File: src/rtl/patseq_pkg.sv
`timescale 1ns/1ps
// Package: shared word layout of the pattern sequencer.
// Assumes the control fields sit in the low bits of each pattern word.
package patseq_pkg;
    localparam int GPO_W  = 5;   // general-purpose strobe count
    localparam int AMUX_B = 5;   // address multiplex select bit
    localparam int WAIT_B = 6;   // wait request bit
    localparam int ACK_B  = 7;   // transfer acknowledge bit
    localparam int LAST_B = 8;   // end-of-sequence bit
    localparam int CTL_W  = 9;   // control bits actually used per word
endpackage

File: src/rtl/patseq_ram.sv
`timescale 1ns/1ps
// Module: pattern store. Register-based, one write port with a refusal
// input and one combinational read port. Assumes the read address is
// stable before the clock edge on which its data is captured.
module patseq_ram #(
    parameter int ADDR_W = 6,
    parameter int WORD_W = 32
) (
    input  logic              clk,
    input  logic              rst_n,
    input  logic              wr_en,
    input  logic              wr_block,
    input  logic [ADDR_W-1:0] wr_addr,
    input  logic [WORD_W-1:0] wr_data,
    input  logic [ADDR_W-1:0] rd_addr,
    output logic [WORD_W-1:0] rd_data
);
    localparam int DEPTH = 1 << ADDR_W;

    logic [WORD_W-1:0] mem [DEPTH];

    // Purpose: clear on reset, accept host writes unless refused.
    always_ff @(posedge clk) begin
        if (!rst_n) begin
            for (int i = 0; i < DEPTH; i++) mem[i] <= '0;
        end else if (wr_en && !wr_block) begin
            mem[wr_addr] <= wr_data;
        end
    end

    // Purpose: asynchronous read of the addressed entry.
    always_comb rd_data = mem[rd_addr];

    // a refused write leaves the addressed entry untouched
    a_r8_refused: assert property (@(posedge clk) disable iff (!rst_n)
        (wr_en && wr_block) |=> mem[$past(wr_addr)] == $past(mem[wr_addr]));
    // an accepted write lands in the addressed entry
    a_r8_taken: assert property (@(posedge clk) disable iff (!rst_n)
        (wr_en && !wr_block) |=> mem[$past(wr_addr)] == $past(wr_data));
endmodule

File: src/rtl/patseq_arb.sv
`timescale 1ns/1ps
// Module: event arbiter. Holds pending refresh and access requests and
// picks the start entry when the stepper offers a slot. An exception
// wins at once, regardless of the slot.
module patseq_arb #(
    parameter int ADDR_W  = 6,
    parameter int SRD_IDX = 0,
    parameter int SWR_IDX = 8,
    parameter int BRD_IDX = 16,
    parameter int BWR_IDX = 32,
    parameter int REF_IDX = 48,
    parameter int EXC_IDX = 60
) (
    input  logic              clk,
    input  logic              rst_n,
    input  logic              acc_req,
    input  logic              acc_burst,
    input  logic              acc_write,
    input  logic              ref_req,
    input  logic              exc_req,
    input  logic              slot_open,
    output logic              start_vld,
    output logic [ADDR_W-1:0] start_idx
);
    logic ref_pend, acc_pend, pend_burst, pend_write;
    logic ref_any, acc_any, kind_burst, kind_write;
    logic take_ref, take_acc;
    logic [ADDR_W-1:0] acc_idx;

    // Purpose: merge live requests with the held ones.
    always_comb begin
        ref_any    = ref_pend | ref_req;
        acc_any    = acc_pend | acc_req;
        kind_burst = acc_pend ? pend_burst : acc_burst;
        kind_write = acc_pend ? pend_write : acc_write;
    end

    // Purpose: map the access kind to its start entry.
    always_comb begin
        unique case ({kind_burst, kind_write})
            2'b00:   acc_idx = ADDR_W'(SRD_IDX);
            2'b01:   acc_idx = ADDR_W'(SWR_IDX);
            2'b10:   acc_idx = ADDR_W'(BRD_IDX);
            default: acc_idx = ADDR_W'(BWR_IDX);
        endcase
    end

    // Purpose: priority choice, exception over refresh over access.
    always_comb begin
        take_ref  = slot_open && !exc_req && ref_any;
        take_acc  = slot_open && !exc_req && !ref_any && acc_any;
        start_vld = exc_req || take_ref || take_acc;
        if (exc_req)       start_idx = ADDR_W'(EXC_IDX);
        else if (take_ref) start_idx = ADDR_W'(REF_IDX);
        else               start_idx = acc_idx;
    end

    // Purpose: hold requests that could not be served yet.
    always_ff @(posedge clk) begin
        if (!rst_n) begin
            ref_pend   <= 1'b0;
            acc_pend   <= 1'b0;
            pend_burst <= 1'b0;
            pend_write <= 1'b0;
        end else begin
            ref_pend <= ref_any && !take_ref;
            if (take_acc) begin
                acc_pend <= 1'b0;
            end else if (!acc_pend && acc_req) begin
                acc_pend   <= 1'b1;
                pend_burst <= acc_burst;
                pend_write <= acc_write;
            end
        end
    end

    // a held refresh is not lost while no slot is offered
    a_r6_ref_held: assert property (@(posedge clk) disable iff (!rst_n)
        (ref_pend && !slot_open) |=> ref_pend);
    // a held access survives while a refresh is being preferred
    a_r6_acc_held: assert property (@(posedge clk) disable iff (!rst_n)
        (acc_pend && (ref_any || exc_req || !slot_open)) |=> acc_pend);
endmodule

File: src/rtl/patseq_step.sv
`timescale 1ns/1ps
// Module: stepper. Tracks the running flag and entry pointer, prefetches
// the next word, and registers the control word driven to the pins.
// Assumes the pattern store reads combinationally at rd_addr.
module patseq_step
    import patseq_pkg::*;
#(
    parameter int ADDR_W = 6
) (
    input  logic              clk,
    input  logic              rst_n,
    input  logic              start_vld,
    input  logic [ADDR_W-1:0] start_idx,
    input  logic              wait_release,
    input  logic [CTL_W-1:0]  idle_word,
    input  logic [CTL_W-1:0]  fetch_word,
    output logic [ADDR_W-1:0] rd_addr,
    output logic              slot_open,
    output logic              running,
    output logic [ADDR_W-1:0] cur_idx,
    output logic [CTL_W-1:0]  word_q
);
    logic [ADDR_W-1:0] ptr, ptr_inc;
    logic hold, end_now, at_top;

    // Purpose: decide hold, end and next fetch address.
    always_comb begin
        ptr_inc   = ptr + 1'b1;
        at_top    = (ptr == {ADDR_W{1'b1}});
        hold      = running && word_q[WAIT_B] && !wait_release;
        end_now   = running && !hold && (word_q[LAST_B] || at_top);
        slot_open = !running || end_now;
        rd_addr   = start_vld ? start_idx : ptr_inc;
        cur_idx   = ptr;
    end

    // Purpose: advance the sequence and register the output word.
    always_ff @(posedge clk) begin
        if (!rst_n) begin
            running <= 1'b0;
            ptr     <= '0;
            word_q  <= '0;
        end else if (start_vld) begin
            running <= 1'b1;
            ptr     <= start_idx;
            word_q  <= fetch_word;
        end else if (end_now) begin
            running <= 1'b0;
            word_q  <= idle_word;
        end else if (running && !hold) begin
            ptr    <= ptr_inc;
            word_q <= fetch_word;
        end else if (!running) begin
            word_q <= idle_word;
        end
    end

    // a launch places the pointer on the chosen start entry
    a_r2_launch: assert property (@(posedge clk) disable iff (!rst_n)
        start_vld |=> (running && ptr == $past(start_idx)));
    // an ordinary step moves to the following entry
    a_r3_advance: assert property (@(posedge clk) disable iff (!rst_n)
        (running && !hold && !end_now && !start_vld)
        |=> (running && ptr == ADDR_W'($past(ptr) + 1'b1)));
    // a wait holds pointer and word
    a_r5_hold: assert property (@(posedge clk) disable iff (!rst_n)
        (hold && !start_vld) |=> (running && $stable(ptr) && $stable(word_q)));
    // an end without a new start returns to the idle word
    a_r4_finish: assert property (@(posedge clk) disable iff (!rst_n)
        (end_now && !start_vld) |=> (!running && word_q == $past(idle_word)));
endmodule

File: src/rtl/patseq_top.sv
`timescale 1ns/1ps
// Module: programmable memory control waveform sequencer, top level.
// Plays host-loaded pattern words one per clock from event-specific
// start entries. Assumes refresh and exception requests are one-cycle
// pulses and that the refresh timer lives outside.
module patseq_top
    import patseq_pkg::*;
#(
    parameter int ADDR_W  = 6,
    parameter int WORD_W  = 32,
    parameter int SRD_IDX = 0,
    parameter int SWR_IDX = 8,
    parameter int BRD_IDX = 16,
    parameter int BWR_IDX = 32,
    parameter int REF_IDX = 48,
    parameter int EXC_IDX = 60
) (
    input  logic              clk,
    input  logic              rst_n,
    input  logic              host_we,
    input  logic              host_idle_sel,
    input  logic [ADDR_W-1:0] host_addr,
    input  logic [WORD_W-1:0] host_wdata,
    input  logic              acc_req,
    input  logic              acc_burst,
    input  logic              acc_write,
    input  logic              refresh_req,
    input  logic              exc_req,
    input  logic              wait_release,
    output logic              busy,
    output logic [GPO_W-1:0]  gpo,
    output logic              amux_sel,
    output logic              wait_flag,
    output logic              xfer_ack,
    output logic              seq_last
);
    logic [WORD_W-1:0] idle_q, rd_data;
    logic [ADDR_W-1:0] rd_addr, start_idx, cur_idx;
    logic [CTL_W-1:0]  word_q;
    logic start_vld, slot_open, running, pat_we, pat_block;
    logic unused_rsvd;

    // Purpose: route host writes and fold away the reserved bits.
    always_comb begin
        pat_we      = host_we && !host_idle_sel;
        pat_block   = running || start_vld;
        unused_rsvd = ^{rd_data[WORD_W-1:CTL_W], idle_q[WORD_W-1:CTL_W]};
    end

    // Purpose: idle word register, writable at any time.
    always_ff @(posedge clk) begin
        if (!rst_n)                        idle_q <= '0;
        else if (host_we && host_idle_sel) idle_q <= host_wdata;
    end

    patseq_ram #(.ADDR_W(ADDR_W), .WORD_W(WORD_W)) u_ram (
        .clk(clk), .rst_n(rst_n), .wr_en(pat_we), .wr_block(pat_block),
        .wr_addr(host_addr), .wr_data(host_wdata),
        .rd_addr(rd_addr), .rd_data(rd_data)
    );

    patseq_arb #(
        .ADDR_W(ADDR_W), .SRD_IDX(SRD_IDX), .SWR_IDX(SWR_IDX),
        .BRD_IDX(BRD_IDX), .BWR_IDX(BWR_IDX), .REF_IDX(REF_IDX),
        .EXC_IDX(EXC_IDX)
    ) u_arb (
        .clk(clk), .rst_n(rst_n), .acc_req(acc_req), .acc_burst(acc_burst),
        .acc_write(acc_write), .ref_req(refresh_req), .exc_req(exc_req),
        .slot_open(slot_open), .start_vld(start_vld), .start_idx(start_idx)
    );

    patseq_step #(.ADDR_W(ADDR_W)) u_step (
        .clk(clk), .rst_n(rst_n), .start_vld(start_vld), .start_idx(start_idx),
        .wait_release(wait_release), .idle_word(idle_q[CTL_W-1:0]),
        .fetch_word(rd_data[CTL_W-1:0]), .rd_addr(rd_addr),
        .slot_open(slot_open), .running(running), .cur_idx(cur_idx),
        .word_q(word_q)
    );

    // Purpose: drive the pins from the registered word.
    always_comb begin
        busy      = running;
        gpo       = word_q[GPO_W-1:0];
        amux_sel  = word_q[AMUX_B];
        wait_flag = word_q[WAIT_B];
        xfer_ack  = word_q[ACK_B];
        seq_last  = word_q[LAST_B];
    end

    // an exception lands on its entry on the next edge
    a_r7_abort: assert property (@(posedge clk) disable iff (!rst_n)
        exc_req |=> (busy && cur_idx == ADDR_W'(EXC_IDX)));
    // busy never drops on an edge where a start was taken
    a_r10_busy_start: assert property (@(posedge clk) disable iff (!rst_n)
        start_vld |=> busy);
endmodule

File: config.mk
export PLATFORM = sky130hd
export DESIGN_NAME = patseq_top
export DESIGN_NICKNAME = d
export VERILOG_FILES = /design/src/rtl/patseq_pkg.sv /design/src/rtl/patseq_ram.sv /design/src/rtl/patseq_arb.sv /design/src/rtl/patseq_step.sv /design/src/rtl/patseq_top.sv
export SDC_FILE = /design/constraint.sdc
export NUM_CORES = 1
export LEC_CHECK = 0
export BUFFER_PORTS_ARGS = -buffer_cell sky130_fd_sc_hd__buf_2
export CAP_MARGIN = 10
export CORE_UTILIZATION = 25
export CTS_BUF_LIST = sky130_fd_sc_hd__clkbuf_16
export CTS_CLUSTER_DIAMETER = 60
export DETAILED_ROUTE_END_ITERATION = 10
export GPL_ROUTABILITY_DRIVEN = 0
export MAX_ROUTING_LAYER = met4
export SKIP_CTS_REPAIR_TIMING = 1
export SYNTH_ARGS = -nofsm -noshare
export SYNTH_HDL_FRONTEND = slang
export SYNTH_SLANG_ARGS = --single-unit
File: constraint.sdc
create_clock -name clk -period 9.44 [get_ports clk]
set_input_delay 1.888 -clock clk [delete_from_list [all_inputs] [get_ports clk]]
set_output_delay 1.888 -clock clk [all_outputs]
set_load 0.01 [all_outputs]
==> results.py <==
metrics = {
    "setup_path": {
        "critPathKind": "in2reg",
        "start_kind": "input pin",
        "crit_path_max_incr_delay_ps": 940,
        "crit_buf_inv": 2,
        "slowest_stage": "o21ai_0",
        "worstPathMaxFanout": 13,
        "crit_chain": "buf_2 > nand2b_1 > nand4_2 > a21o_1 > nand4_1 > nor2_1 > nand2_1 > buf_4 > o21ai_0",
        "arrival_ps": 5530,
        "end_kind": "flip-flop",
        "cpLargestDelayFamily": "simple AND/OR/NAND/NOR gates",
        "required_ps": 9650,
    },
    "detailed_routing": {
        "dr.pass1.iters": 6,
        "viasPerCell": 4.88,
        "routed_wl_um": 85200,
        "route.met3.wl_um": 7180,
        "highest_layer": "met4",
        "wl_per_cell_um": 21.8,
        "num_vias": 19100,
        "wl_met2_um": 40600,
        "drt-initial-drc-count": 1904,
        "wl_met1_um": 34200,
        "drcViolationCount": 0,
        "ant_nets": 0,
    },
    "synth": {
        "synth-edff-count": 576,
        "synth_ff_type": "edfxtp_1",
        "synthesis.nets": 2372,
        "synth_common_cells": "and2_1, edfxtp_1, o21ai_0",
        "ys_async_sr_fraction_pct": 0,
        "yosysSeqAreaShare_pct": 62.7,
        "ys_seq_elements": 605,
        "syn_inst": 2323,
        "synth_cell_types": 75,
        "syn_avg_cell_area_sq_um": 12.3,
        "synth.most_common_cell": "and2_1",
        "yosys.area.top_type_share_pct": 60.7,
        "synth_area_leader_cell": "edfxtp_1",
        "synth_area_sq_mm": 0.0285,
        "yosys_warnings": 0,
        "yosys-top-cells-area": "edfxtp_1, and2_1, mux2i_1",
    },
    "job": {
        "maxCapViolCount": 0,
    },
    "placement": {
        "io_buffer_count": 34,
        "dp_hpwl_um": 51100,
    },
    "finish": {
        "final_layout_size_suffix_gt1_share_pct": 12.7,
        "area_delta_synth_final_pct": 14.7,
        "fin_util_pct": 29.0,
        "final_nets": 2396,
        "fillCellCount": 11400,
    },
    "timing": {
        "rsz0062_at_grt": "false",
        "setup_viol": 0,
        "finalHoldViolCount": 0,
        "finalCritPeriodShare_pct": 56.3,
        "slew_headroom_pct": 11.7,
        "skew_ps": 17.7,
        "min_period_ps": 5320,
        "setup_tns_ps": 0,
        "max_freq_mhz": 188,
        "slew_violations": 0,
        "max_slew.worst_pin.slew_ps": 1290,
        "hold_ws_ps": 472,
    },
    "power_and_ir_drop": {
        "ir_worst_vdd_mv": 0.122,
        "p_leak_nw": 11.4,
        "power_density_mw_per_mm2": 193,
    },
    "global_routing": {
        "grt_start_max_net_pins": 66,
        "grt_pass1_wl_um": 123000,
        "overflow": 0,
        "antenna_found_initial": 4,
        "track_usage_pct": 14.8,
        "grt_pass1_vias": 18400,
    },
    "floorplanning": {
        "start_util_pct": 25.3,
        "dieArea_sq_mm": 0.115,
        "pin_count": 58,
        "die_h_um": 340,
        "die_x_um": 340,
        "rows": 123,
        "core_sq_mm": 0.113,
    },
    "clock_tree": {
        "cts_buffers": 70,
        "path_clk_slew_ps": 60,
        "worstSkewPairLatency_ps": 610,
        "cts_buffer_depth": 3,
        "cts_sinks": 605,
        "ctsHtreeMaxLevel": 3,
        "cts_root_buf": "clkbuf_16",
        "cts_tree": "built",
    },
    "worst_hold_path": {
        "min_path_type": "reg2reg",
    },
    "run_status": {
        "status": "finished clean",
    },
}
## path summary, 6_finish.rpt
| kind | startpoint | to | depth (start not counted) | slack [ps] |
|---|---|---|---|---|
| worst max-delay path | wait_release | u_ram.mem[1][4] | 9 | 4120 |
| worst min-delay path | idle_q[0] | idle_q[0] | 2 | 470 |
| worst max register to register | u_step.cur_idx[0] | u_step.word_q[7] | 10 | 4780 |
| worst min register to register | idle_q[0] | idle_q[0] | 2 | 470 |
## cells by family after synthesis
logic type	synth area share [%]
AOI/OAI and AO/OA	11.8
xor gates and xnor gates	0.184
adders and majority gates	0.0439
buffers and inverters	2.91
DFF	62.7
muxes	4.44
and+or+nand+nor	17.9
## area by class of cell
type	count	area, sq um	share of cell area (%)
multi-input combinational	1528	9850	30.1
clock buffer	73	1830	5.59
timing repair buffer	137	936	2.86
clock inverter	52	309	0.945
tap	1500	1880	5.74
sequential	605	17900	54.7
antenna	3	7.51	0.0230
inverter	5	18.8	0.0574
## stage by stage
| step | power [mW] | cell area (sq um) | std cells | worst slack, ps |
|---|---|---|---|---|
| global route | 6.48 | 32700 | 3902 | 3920 |
| global placement | 3.79 | 30500 | 3770 | 3590 |
| CTS | 6.34 | 32700 | 3895 | 4200 |
| floorplan | 3.50 | 28500 | 2323 | 4910 |
| finish | 6.32 | 32700 | 3903 | 4120 |
| detailed placement | 3.80 | 30500 | 3770 | 3590 |
## routing by layer
layer  vias to the layer above  global-route usage [%]
met1                      9449                    18.5
li1                       8616                       -
met4                         0                    5.51
met5                         -                       -
met3                       200                    3.30
met2                       786                    23.4
## where the power goes
group	internal, mW	leakage [nW]	switching, mW	total (mW)
Combinational	0.194	4.00	0.481	0.675
Sequential	3.02	6.25	0.0521	3.08
Clock	1.48	1.11	1.09	2.57
## worst min-delay path, stage by stage, from the launching register on
cell      delay [ps]
dfxtp_1          310
nand2_1           50
a21boi_0          60
## placed cells by master (no fill, tap or decap), types with 49 or more instances in the layout
| cell | synthesis | layout |
|---|---|---|
| edfxtp_1 | 576 | 576 |
| o22ai_1 | 49 | 49 |
| buf_4 | 8 | 98 |
| a21oi_1 | 94 | 93 |
| clkbuf_16 | 0 | 73 |
| mux2i_1 | 77 | 77 |
| o21ai_0 | 117 | 117 |
| nor2_1 | 108 | 108 |
| nand2_1 | 94 | 94 |
| and2_1 | 578 | 578 |
## registers in the layout, summed over array words and instances, names as in the netlist
register,cells
u_ram.mem,576
idle_q,9
u_step.word_q,9
u_step.cur_idx,6
u_arb.acc_pend,1
u_arb.pend_burst,1
u_arb.pend_write,1
u_arb.ref_pend,1
u_step.running,1
Note: power is estimated with default switching activity, not from simulation.
